[src/rtl/ldp_pkg.sv]
package ldp_pkg;
  localparam int unsigned IP_W_DEF     = 32;
  localparam int unsigned ADDR_W_DEF   = 32;
  localparam int unsigned TBL_IDX_DEF  = 6;
  localparam int unsigned CTR_W_DEF    = 4;
  localparam int unsigned LB_N_DEF     = 8;
  localparam int unsigned AGE_W_DEF    = 6;
  localparam int unsigned LINE_LSB_DEF = 3;

  // status bits kept for every load-buffer entry
  typedef struct packed {
    logic vld;   // entry holds a load
    logic avld;  // load address known
    logic upd;   // train table at commit
    logic done;  // load has executed
    logic hit;   // an older store matched after execution
  } lb_flags_t;
endpackage

[src/rtl/ldp_hist_table.sv]
module ldp_hist_table #(
  parameter int unsigned IP_W  = 32,
  parameter int unsigned IDX_W = 6,
  parameter int unsigned CTR_W = 4
) (
  input  logic             clk,
  input  logic             rst_n,
  input  logic [IP_W-1:0]  lk_ip,
  output logic [IDX_W-1:0] lk_idx,
  output logic             lk_go,
  input  logic             wr_en,
  input  logic [IDX_W-1:0] wr_idx,
  input  logic             wr_clr
);
  localparam int unsigned DEPTH  = 1 << IDX_W;
  localparam int unsigned NCHUNK = (IP_W + IDX_W - 1) / IDX_W;
  localparam int unsigned PAD_W  = NCHUNK * IDX_W;
  localparam logic [CTR_W-1:0] CMAX = {CTR_W{1'b1}};

  logic [CTR_W-1:0] ctr_q [DEPTH];
  logic [CTR_W-1:0] ctr_d [DEPTH];
  logic [PAD_W-1:0] ip_pad;

  // fold the pointer into the table index
  always_comb begin
    ip_pad = PAD_W'(lk_ip);
    lk_idx = '0;
    for (int c = 0; c < NCHUNK; c++) begin
      lk_idx = lk_idx ^ ip_pad[c*IDX_W +: IDX_W];
    end
  end

  assign lk_go = (ctr_q[lk_idx] == CMAX);

  always_comb begin
    ctr_d = ctr_q;
    if (wr_en) begin
      if (wr_clr) begin
        ctr_d[wr_idx] = '0;
      end else if (ctr_q[wr_idx] != CMAX) begin
        ctr_d[wr_idx] = ctr_q[wr_idx] + 1'b1;
      end
    end
  end

  always_ff @(posedge clk or negedge rst_n) begin
    if (!rst_n) begin
      ctr_q <= '{default: '0};
    end else if (wr_en) begin
      ctr_q <= ctr_d;
    end
  end


  sat_hold_chk: assert property (@(posedge clk) disable iff (!rst_n)
    (wr_en && !wr_clr && ctr_q[wr_idx] == CMAX) |=> ctr_q[$past(wr_idx)] == CMAX);

  clr_zero_chk: assert property (@(posedge clk) disable iff (!rst_n)
    (wr_en && wr_clr) |=> ctr_q[$past(wr_idx)] == '0);
endmodule

[src/rtl/ldp_load_buf.sv]
module ldp_load_buf
  import ldp_pkg::*;
#(
  parameter int unsigned LB_N     = 8,
  parameter int unsigned AGE_W    = 6,
  parameter int unsigned ADDR_W   = 32,
  parameter int unsigned IDX_W    = 6,
  parameter int unsigned LINE_LSB = 3
) (
  input  logic                    clk,
  input  logic                    rst_n,
  input  logic                    al_en,
  input  logic [$clog2(LB_N)-1:0] al_slot,
  input  logic [AGE_W-1:0]        al_age,
  input  logic [ADDR_W-1:0]       al_addr,
  input  logic                    al_avld,
  input  logic                    al_upd,
  input  logic                    al_done,
  input  logic [IDX_W-1:0]        al_tidx,
  input  logic                    rl_en,
  input  logic [$clog2(LB_N)-1:0] rl_slot,
  input  logic                    st_en,
  input  logic [AGE_W-1:0]        st_age,
  input  logic [ADDR_W-1:0]       st_addr,
  input  logic                    cm_en,
  input  logic [$clog2(LB_N)-1:0] cm_slot,
  output logic                    tw_en,
  output logic [IDX_W-1:0]        tw_idx,
  output logic                    tw_clr,
  output logic                    viol_valid,
  output logic [$clog2(LB_N)-1:0] viol_slot
);
  localparam int unsigned SLOT_W = $clog2(LB_N);
  localparam int unsigned LINE_W = ADDR_W - LINE_LSB;

  lb_flags_t          flags_q [LB_N];
  lb_flags_t          flags_d [LB_N];
  logic [AGE_W-1:0]   age_q   [LB_N];
  logic [LINE_W-1:0]  line_q  [LB_N];
  logic [IDX_W-1:0]   tidx_q  [LB_N];
  logic [LB_N-1:0]    match;
  logic               any_d;
  logic [SLOT_W-1:0]  first_d;
  logic               viol_q;
  logic [SLOT_W-1:0]  vslot_q;

  // store comparator per entry
  for (genvar i = 0; i < LB_N; i++) begin : g_cmp
    logic [AGE_W-1:0] diff;
    logic             younger;
    assign diff    = age_q[i] - st_age;
    assign younger = (diff != '0) && !diff[AGE_W-1];
    assign match[i] = st_en && flags_q[i].vld && flags_q[i].avld &&
                      flags_q[i].done && younger &&
                      (line_q[i] == st_addr[ADDR_W-1:LINE_LSB]);
  end

  // lowest flagged slot wins the report
  always_comb begin
    any_d   = |match;
    first_d = '0;
    for (int i = LB_N - 1; i >= 0; i--) begin
      if (match[i]) first_d = SLOT_W'(i);
    end
  end

  // commit reads the entry state before this cycle's updates
  assign tw_en  = cm_en && flags_q[cm_slot].vld && flags_q[cm_slot].upd;
  assign tw_clr = flags_q[cm_slot].hit;
  assign tw_idx = tidx_q[cm_slot];

  always_comb begin
    flags_d = flags_q;
    for (int i = 0; i < LB_N; i++) begin
      if (match[i]) flags_d[i].hit = 1'b1;
    end
    if (cm_en) flags_d[cm_slot].vld  = 1'b0;
    if (rl_en) flags_d[rl_slot].done = 1'b1;
    if (al_en) begin
      flags_d[al_slot].vld  = 1'b1;
      flags_d[al_slot].avld = al_avld;
      flags_d[al_slot].upd  = al_upd;
      flags_d[al_slot].done = al_done;
      flags_d[al_slot].hit  = 1'b0;
    end
  end

  always_ff @(posedge clk or negedge rst_n) begin
    if (!rst_n) begin
      flags_q <= '{default: '0};
      viol_q  <= 1'b0;
      vslot_q <= '0;
    end else begin
      flags_q <= flags_d;
      viol_q  <= any_d;
      if (any_d) vslot_q <= first_d;
    end
  end

  always_ff @(posedge clk) begin
    if (al_en) begin
      age_q[al_slot]  <= al_age;
      line_q[al_slot] <= al_addr[ADDR_W-1:LINE_LSB];
      tidx_q[al_slot] <= al_tidx;
    end
  end

  assign viol_valid = viol_q;
  assign viol_slot  = vslot_q;


  viol_after_store_chk: assert property (@(posedge clk) disable iff (!rst_n)
    viol_valid |-> $past(st_en));

  viol_flag_set_chk: assert property (@(posedge clk) disable iff (!rst_n)
    viol_valid |-> flags_q[viol_slot].hit);

  issue_marks_done_chk: assert property (@(posedge clk) disable iff (!rst_n)
    (al_en && al_done) |=> flags_q[$past(al_slot)].done);
endmodule

[src/rtl/ld_dep_predictor.sv]
module ld_dep_predictor
  import ldp_pkg::*;
#(
  parameter int unsigned IP_W      = IP_W_DEF,
  parameter int unsigned ADDR_W    = ADDR_W_DEF,
  parameter int unsigned TBL_IDX_W = TBL_IDX_DEF,
  parameter int unsigned CTR_W     = CTR_W_DEF,
  parameter int unsigned LB_N      = LB_N_DEF,
  parameter int unsigned AGE_W     = AGE_W_DEF,
  parameter int unsigned LINE_LSB  = LINE_LSB_DEF,
  localparam int unsigned SLOT_W   = $clog2(LB_N)
) (
  input  logic              clk,
  input  logic              rst_n,
  input  logic              disp_valid,
  input  logic [SLOT_W-1:0] disp_slot,
  input  logic [IP_W-1:0]   disp_ip,
  input  logic [AGE_W-1:0]  disp_age,
  input  logic [ADDR_W-1:0] disp_addr,
  input  logic              disp_addr_vld,
  input  logic              disp_older_unk,
  output logic              disp_go,
  output logic              disp_issue,
  input  logic              rel_valid,
  input  logic [SLOT_W-1:0] rel_slot,
  input  logic              st_valid,
  input  logic [AGE_W-1:0]  st_age,
  input  logic [ADDR_W-1:0] st_addr,
  input  logic              cm_valid,
  input  logic [SLOT_W-1:0] cm_slot,
  output logic              viol_valid,
  output logic [SLOT_W-1:0] viol_slot
);
  logic [1:0]           rs_q;
  logic                 rst_i_n;
  logic [TBL_IDX_W-1:0] lk_idx;
  logic                 tw_en;
  logic [TBL_IDX_W-1:0] tw_idx;
  logic                 tw_clr;

  // reset asserts at once, releases on the clock
  always_ff @(posedge clk or negedge rst_n) begin
    if (!rst_n) rs_q <= '0;
    else        rs_q <= {rs_q[0], 1'b1};
  end
  assign rst_i_n = rs_q[1];

  assign disp_issue = disp_valid && (!disp_older_unk || disp_go);

  ldp_hist_table #(
    .IP_W (IP_W),
    .IDX_W(TBL_IDX_W),
    .CTR_W(CTR_W)
  ) u_table (
    .clk   (clk),
    .rst_n (rst_i_n),
    .lk_ip (disp_ip),
    .lk_idx(lk_idx),
    .lk_go (disp_go),
    .wr_en (tw_en),
    .wr_idx(tw_idx),
    .wr_clr(tw_clr)
  );

  ldp_load_buf #(
    .LB_N    (LB_N),
    .AGE_W   (AGE_W),
    .ADDR_W  (ADDR_W),
    .IDX_W   (TBL_IDX_W),
    .LINE_LSB(LINE_LSB)
  ) u_lbuf (
    .clk       (clk),
    .rst_n     (rst_i_n),
    .al_en     (disp_valid),
    .al_slot   (disp_slot),
    .al_age    (disp_age),
    .al_addr   (disp_addr),
    .al_avld   (disp_addr_vld),
    .al_upd    (disp_older_unk),
    .al_done   (disp_issue),
    .al_tidx   (lk_idx),
    .rl_en     (rel_valid),
    .rl_slot   (rel_slot),
    .st_en     (st_valid),
    .st_age    (st_age),
    .st_addr   (st_addr),
    .cm_en     (cm_valid),
    .cm_slot   (cm_slot),
    .tw_en     (tw_en),
    .tw_idx    (tw_idx),
    .tw_clr    (tw_clr),
    .viol_valid(viol_valid),
    .viol_slot (viol_slot)
  );
endmodule

[config.mk]
export PLATFORM = sky130hd
export DESIGN_NAME = ld_dep_predictor
export DESIGN_NICKNAME = d
export VERILOG_FILES = /design/src/rtl/ldp_pkg.sv /design/src/rtl/ldp_hist_table.sv /design/src/rtl/ldp_load_buf.sv /design/src/rtl/ld_dep_predictor.sv
export SDC_FILE = /design/constraint.sdc
export NUM_CORES = 1
export LEC_CHECK = 0
export BUFFER_PORTS_ARGS = -buffer_cell sky130_fd_sc_hd__buf_2
export CORE_MARGIN = 2
export CORE_UTILIZATION = 42
export CTS_BUF_LIST = sky130_fd_sc_hd__clkbuf_16
export DETAILED_ROUTE_END_ITERATION = 7
export GPL_ROUTABILITY_DRIVEN = 0
export PLACE_DENSITY = 0.6
export SLEW_MARGIN = 20
export SYNTH_ARGS = -nofsm -noshare
export SYNTH_HDL_FRONTEND = slang
export SYNTH_SLANG_ARGS = --single-unit
[constraint.sdc]
create_clock -name clk -period 9.8 [get_ports clk]
set_input_delay 0.49 -clock clk [delete_from_list [all_inputs] [get_ports clk]]
set_output_delay 0.49 -clock clk [all_outputs]
set_load 0.02 [all_outputs]
== Word level (Yosys, flattened, before mapping) ==
Memories as Yosys holds them, arrays and structs flattened.
Cells that the tools add are included.

* Order comparisons: 9
* Add/sub/neg operators: 9
* Shift operators: 0
* Multiply operators: 0
* Bitwise logic cells: 12
* Div/mod/pow operators: 0
* Reductions and logical operators: 76
* Eq/ne operators: 10
* Mux-type cells: 56

{| class="wikitable"
|+ Operator list
! kind !! number
|-
| $mux W256 || 2
|-
| $bwmux W40 || 7
|-
| $and A256 B256 Y256 || 1
|-
| $bwmux W256 || 1
|-
| $not A256 Y256 || 1
|-
| $eq A29 B29 Y1 || 8
|-
| $mux W40 || 3
|-
| $demux W5 S3 || 7
|-
| $logic_and A1 B1 Y1 || 55
|-
| $bmux W4 S6 || 2
|-
| $reduce_bool A6 Y1 || 8
|-
| $sub A6 B6 Y6 || 8
|-
| $mux W3 || 9
|-
| $demux W4 S6 || 1
|-
| $mux W4 || 6
|-
| $xor A6 B6 Y6 || 4
|-
| $mux W5 || 4
|-
| $bmux W5 S3 || 1
|-
| $ge A7 B7 Y1 const B || 2
|-
| $not A6 Y7 || 2
|-
| $ge A4 B4 Y1 const B || 3
|-
| $lt A4 B1 Y1 const B || 3
|-
| $not A3 Y4 || 3
|-
| $mux W1 || 11
|-
| other kinds (11) || 20
|}

* Bits in writable memories: 328
* Memories kept: 3
* Latch bits: 0
* Input port bits: 125
* Register bits: 302
* Output and inout bits: 6
* Bits in read-only memories: 0

{| class="wikitable"
|+ Memory list
! memory !! depth !! bits a word !! read ports !! clocked after memory_dff !! write ports !! line !! text
|-
| u_lbuf.line_q || 8 || 29 || 8 || 0 || 1 || ldp_load_buf.sv:39 || <nowiki>logic [LINE_W-1:0] line_q [LB_N];</nowiki>
|-
| u_lbuf.age_q || 8 || 6 || 8 || 0 || 1 || ldp_load_buf.sv:38 || <nowiki>logic [AGE_W-1:0] age_q [LB_N];</nowiki>
|-
| u_lbuf.tidx_q || 8 || 6 || 1 || 0 || 1 || ldp_load_buf.sv:40 || <nowiki>logic [IDX_W-1:0] tidx_q [LB_N];</nowiki>
|}

== Longest topological paths before layout ==
An unclocked memory read counts as a cell.

* Depth after elaboration: 17
* Mapped depth: 20
* Mapped depth without buffers: 13

== Modules after synthesis ==
A second synthesis with hierarchy kept.

* Cell total of the unflattened synthesis: 2611
* Area, all modules: 32138.3 um^2

{| class="wikitable"
|+ By module, submodules not included
! module !! instances !! area each (um^2) !! cells each
|-
| ldp_load_buf || 1 || 16844.9 || 1132
|-
| ldp_hist_table || 1 || 15228.4 || 1474
|-
| ld_dep_predictor || 1 || 65.1 || 5
|}

== Worst setup path before layout ==
No wires, ideal clock.

* Path type: input to register
* Start: input disp_slot[1]
* End: register u_lbuf.flags_q[37] (netlist bit)
* Setup slack: 5.362 ns
* Setup time: 0.080 ns
* Data arrival time: 4.358 ns
* Required time: 9.720 ns
* Path buffers: 0
* Stages: 3
* Cell sequence: nand2b_1 -> nor3_1 -> mux2_2

* Longest elaborated chain between the ends: 9
* Elaborated cells on any way between the ends: 16
* Those cells by class: order compare: 2; mux: 12; bitwise: 1; reduce/logical: 1

{| class="wikitable"
|+ RTL lines
! what !! line !! text
|-
| start, declared || ld_dep_predictor.sv:16 || <nowiki>input logic [SLOT_W-1:0] disp_slot,</nowiki>
|-
| $not A3 Y4 (not written as such) * || n/a ||
|-
| $ge A4 B4 Y1 (not written as such) / $lt A4 B1 Y1 (equally long branches) || ldp_load_buf.sv:82 || <nowiki>flags_d[al_slot].upd = al_upd;</nowiki>
|-
| $logic_and A1 B1 Y1 (not written as such) || ldp_load_buf.sv:82 ||
|-
| $mux W3 (not written as such) || ldp_load_buf.sv:82 ||
|-
| $demux W5 S3 || ldp_load_buf.sv:82 ||
|-
| $bwmux W40 || ldp_load_buf.sv:82 ||
|-
| $bwmux W40 || ldp_load_buf.sv:83 || <nowiki>flags_d[al_slot].done = al_done;</nowiki>
|-
| $bwmux W40 * || ldp_load_buf.sv:84 || <nowiki>flags_d[al_slot].hit = 1'b0;</nowiki>
|-
| $mux W40 * || ldp_load_buf.sv:79 || <nowiki>if (al_en) begin</nowiki>
|-
| end signal, assigned || ldp_load_buf.sv:94 || <nowiki>flags_q <= flags_d;</nowiki>
|-
| end, declared || ldp_load_buf.sv:36 || <nowiki>lb_flags_t flags_q [LB_N];</nowiki>
|}

Every way passes the cells marked *; elsewhere a longest branch is shown, timed or not.
A chain may end at the register's enable or synchronous reset.

== Worst setup path after layout ==
* Start: input cm_slot[0]
* End: register u_table.ctr_q[155] (netlist bit)

* Longest elaborated chain between the ends: 9
* Elaborated cells on any way between the ends: 25
* Those cells by class: add/sub: 1; order compare: 2; eq/ne: 1; mux: 11; bitwise: 4; reduce/logical: 5; memory: 1

{| class="wikitable"
|+ RTL lines
! what !! line !! text
|-
| start, declared || ld_dep_predictor.sv:30 || <nowiki>input logic [SLOT_W-1:0] cm_slot,</nowiki>
|-
| $mem_v2 Z8 W6 || n/a ||
|-
| $not A6 Y7 (not written as such) || ldp_hist_table.sv:39, ldp_hist_table.sv:40, ldp_hist_table.sv:41 ||
|-
| $bmux W4 S6, or another cell as far along || ldp_hist_table.sv:40, ldp_hist_table.sv:41 ||
|-
| $mux W4 (not written as such) / $logic_and A1 B1 Y1 (equally long branches) || ldp_hist_table.sv:40, ldp_hist_table.sv:41, ldp_hist_table.sv:39 ||
|-
| $mux W4 (on tied branches) || ldp_hist_table.sv:40, ldp_hist_table.sv:41, ldp_hist_table.sv:39 ||
|-
| $add A4 B1 Y4 / $demux W4 S6 (equally long branches) || ldp_hist_table.sv:41, ldp_hist_table.sv:39 ||
|-
| $bwmux W256 / $not A256 Y256 (equally long branches) || n/a ||
|-
| $mux W256 / $and A256 B256 Y256 (equally long branches) || n/a ||
|-
| $mux W256 || ldp_hist_table.sv:38 || <nowiki>if (wr_clr) begin</nowiki>
|-
| end signal, assigned || ldp_hist_table.sv:50 || <nowiki>ctr_q <= ctr_d;</nowiki>
|-
| end, declared || ldp_hist_table.sv:20 || <nowiki>logic [CTR_W-1:0] ctr_q [DEPTH];</nowiki>
|}

Parallel ways exist; a longest one is shown, timed or not. The select of a mux whose other input is x is not followed.

==> metrics.cfg <==
[clocking]
postCtsSetupBuffers=0
path_clk_slew_ns=0.06
cts_buffers=73
cts_root_buf=clkbuf_16
clk_latency_ns=0.64
cts_buffer_depth=3
post_cts_resized=0
tritoncts=built
htree_levels=3
cts_hold_buffers=1
cts.sinks=630

[cells_and_area]
regArea_sq_um=17400
area_growth_pct=12.4
final_core_util_pct=47.5
mostFrequentLayoutCells=edfxtp_1 (328), dfrtp_1 (301), mux2_2 (297)
multi_input_area_sq_um=13200
final_cell_area_sq_um=35200
final_nets=2754
final_common_cell=edfxtp_1
drive_gt1_share_pct=22.7
fillCellCount=6598

[route]
drtAntennaViolNets=0
drcViolationCount=0
drt_wl_total_um=92300
dr.first_iter.drc_count=1973
firstDrtPassIters=6
wl_per_cell_um=25.6
route.vias.total=21399
vias_per_cell=5.93

[setup_path]
r2r-start=u_lbuf.tidx_q[7][0]$_DFFE_PP_
worstPathArrival_ns=6.87
r2r_slack_ns=3.93
r2r-end=u_table.ctr_q[155]$_DFFE_PN0P_
cp_max_fo=70
rr_worst_depth=12
setup.worst_path.start_class=primary input
path_class=primary input to register
end_kind=register
required_ns=10.35
crit_start=cm_slot[0]
crit_end=u_table.ctr_q[155]$_DFFE_PN0P_

[placed_design]
placed_area_sq_um=32800
hpwl_um=61200
portBuffers=124

[power_and_ir_drop]
p_switching_w=0.00205
power_w=0.00690
power.leakage_nw=14.1
peakVddDrop_mv=0.138
switching_share_pct=29.8
p_int_w=0.00484
power_frac_clock_pct=37.7
seq_power_share_pct=45.2
comb_power_share_pct=17.1
power_density_nw_per_um2=196

[outcome]
status=completed

[floorplanning]
rows=100
die_w_um=277
initial_core_util_pct=42.3
die_h_um=277
io_pins=131
dieArea_sq_um=76700
core_area_sq_um=74100

[global_route]
antenna_found_initial=4
grt_first_pass_wirelength_um=140000
grt_pass1_vias=22073
grt-ovfl-total=0
grt_use_total_pct=24.0
grt_max_degree=166

[sta]
fin_crit_sh_pct=64.4
hold_ws_ns=0.147
clock_skew_ns=0.0311
rsz0062_at_grt=no
setup_viol=0
fmax_ghz=0.158
worst_slew_pin_slew_ns=1.07
fin_setup_tns_ns=0
maxSlewViolCount=0
min_period_ns=6.31
relSlewSlack_pct=27.8
hold_viol=0

[yosys]
synth-seq-cells=630
yosys_warnings=0
synth_edf_count=328
syn-cell-area_sq_um=31300
ys_seq_area_share_pct=55.6
synth_ff_type=edfxtp_1
synth.net_count=2653
async_flop_share_pct=47.9
synth.distinct_cells=74
netlist_instances=2479
syn_avg_cell_area_sq_um=12.6

[run]
max_cap_viol_count=0

[worst_hold_path]
hold_path_class=primary input to register

[power by group through the flow]
stage,combinational [W],sequential (W),clock [W]
2_1_floorplan,0.000718,0.00314,0
3_3_place_gp,0.00113,0.00316,0
3_5_place_dp,0.00116,0.00317,0
4_1_cts,0.00116,0.00312,0.00265
5_1_grt,0.00125,0.00314,0.00276
6_report,0.00118,0.00312,0.00260
[critical path, cell delays in order]
cell      delay (ns)
buf_2           0.47
buf_4           0.40
mux2_1          0.37
mux4_4          1.06
buf_4           0.46
mux2_2          0.29
mux4_2          0.30
o22ai_1         0.15
a211oi_1        0.29
nand4_1         0.18
a311oi_1        0.52
mux2i_4         0.91
buf_4           0.59
mux2_2          0.26
[per-layer routing]
| metal | share of wire (%) | vias to the layer above | global-route usage [%] | routed length, um |
|---|---|---|---|---|
| met5 | 0 | - | 0 | 0 |
| met4 | 4.4 | 0 | 10.3 | 4070 |
| met3 | 7.3 | 214 | 3.95 | 6760 |
| met2 | 47 | 939 | 39.2 | 43500 |
| met1 | 41 | 10836 | 31.8 | 38000 |
| li1 | - | 9410 | - | - |
[cell type report]
type	count	area share (%)
Antenna cell	2	0.0142
Sequential cell	630	49.5
Clock inverter	62	1.29
Inverter	46	0.491
Tap cell	969	3.45
Timing Repair Buffer	161	2.65
Clock buffer	73	5.19
Multi-Input combinational cell	1668	37.4
[sequential cells by signal, indices dropped and copies added (netlist names)]
register and flops:
u_lbuf.flags_q 40, u_table.ctr_q 256, u_lbuf.line_q 232, rs_q 2, u_lbuf.tidx_q 48, u_lbuf.viol_slot 3, u_lbuf.viol_valid 1, u_lbuf.age_q 48
[cell usage after synthesis (all sizes together), types with 5 or more instances]
cell	number	share of area [%]
or3	9	0.18
buf	45	0.98
a211oi	14	0.34
nand2	169	2.0
nand2b	16	0.32
fa	8	0.51
a311oi	20	0.56
and2	5	0.10
mux4	25	1.8
or4	9	0.22
and3	25	0.50
o22ai	14	0.28
nand4	88	1.8
edfxtp	328	31
clkbuf	90	1.1
dfrtp	302	24
mux2	299	11
nor4	47	0.94
nand4b	5	0.14
o21a	5	0.12
nor3	116	1.9
a21oi	30	0.48
xnor2	91	2.5
ha	41	1.6
and4	7	0.20
nand3	38	0.61
or2	5	0.10
o21ai	47	0.75
inv	46	0.55
a21o	9	0.22
mux2i	80	2.6
nor2b	15	0.30
nor2	127	1.5
o221ai	13	0.36
xor2	197	5.5
a31oi	15	0.30
o31ai	8	0.19
a32oi	9	0.25
[worst min path at each step]
stage | startpoint | endpoint | cells after the start
floorplan | rst_n | rs_q[0]$_DFF_PN0_ | 0
global placement | rst_n | rs_q[0]$_DFF_PN0_ | 1
detailed placement | rst_n | rs_q[0]$_DFF_PN0_ | 1
CTS | disp_addr[23] | u_lbuf.line_q[7][20]$_DFFE_PP_ | 1
global route | disp_addr[23] | u_lbuf.line_q[3][20]$_DFFE_PP_ | 1
finish | disp_addr[23] | u_lbuf.line_q[3][20]$_DFFE_PP_ | 1
[logic make-up after synthesis]
kind of cell | Yosys count | share of synthesized area (%)
compound gates | 233 | 5.28
xor+xnor | 290 | 8.20
fa+ha+maj | 49 | 2.15
buf+inv | 181 | 2.61
flops | 630 | 55.6
mux | 404 | 15.1
other cells | 1 | 0.0120
simple gates | 691 | 11.0
[metrics by stage]
step / cells / setup slack (ns)
2_1_floorplan: 2479 / 0.760
5_1_grt: 3610 / 3.25
3_5_place_dp: 3472 / 2.89
4_1_cts: 3608 / 3.56
3_3_place_gp: 3472 / 2.99
6_report: 3611 / 3.49
Note: power is estimated with default switching activity, not from simulation.
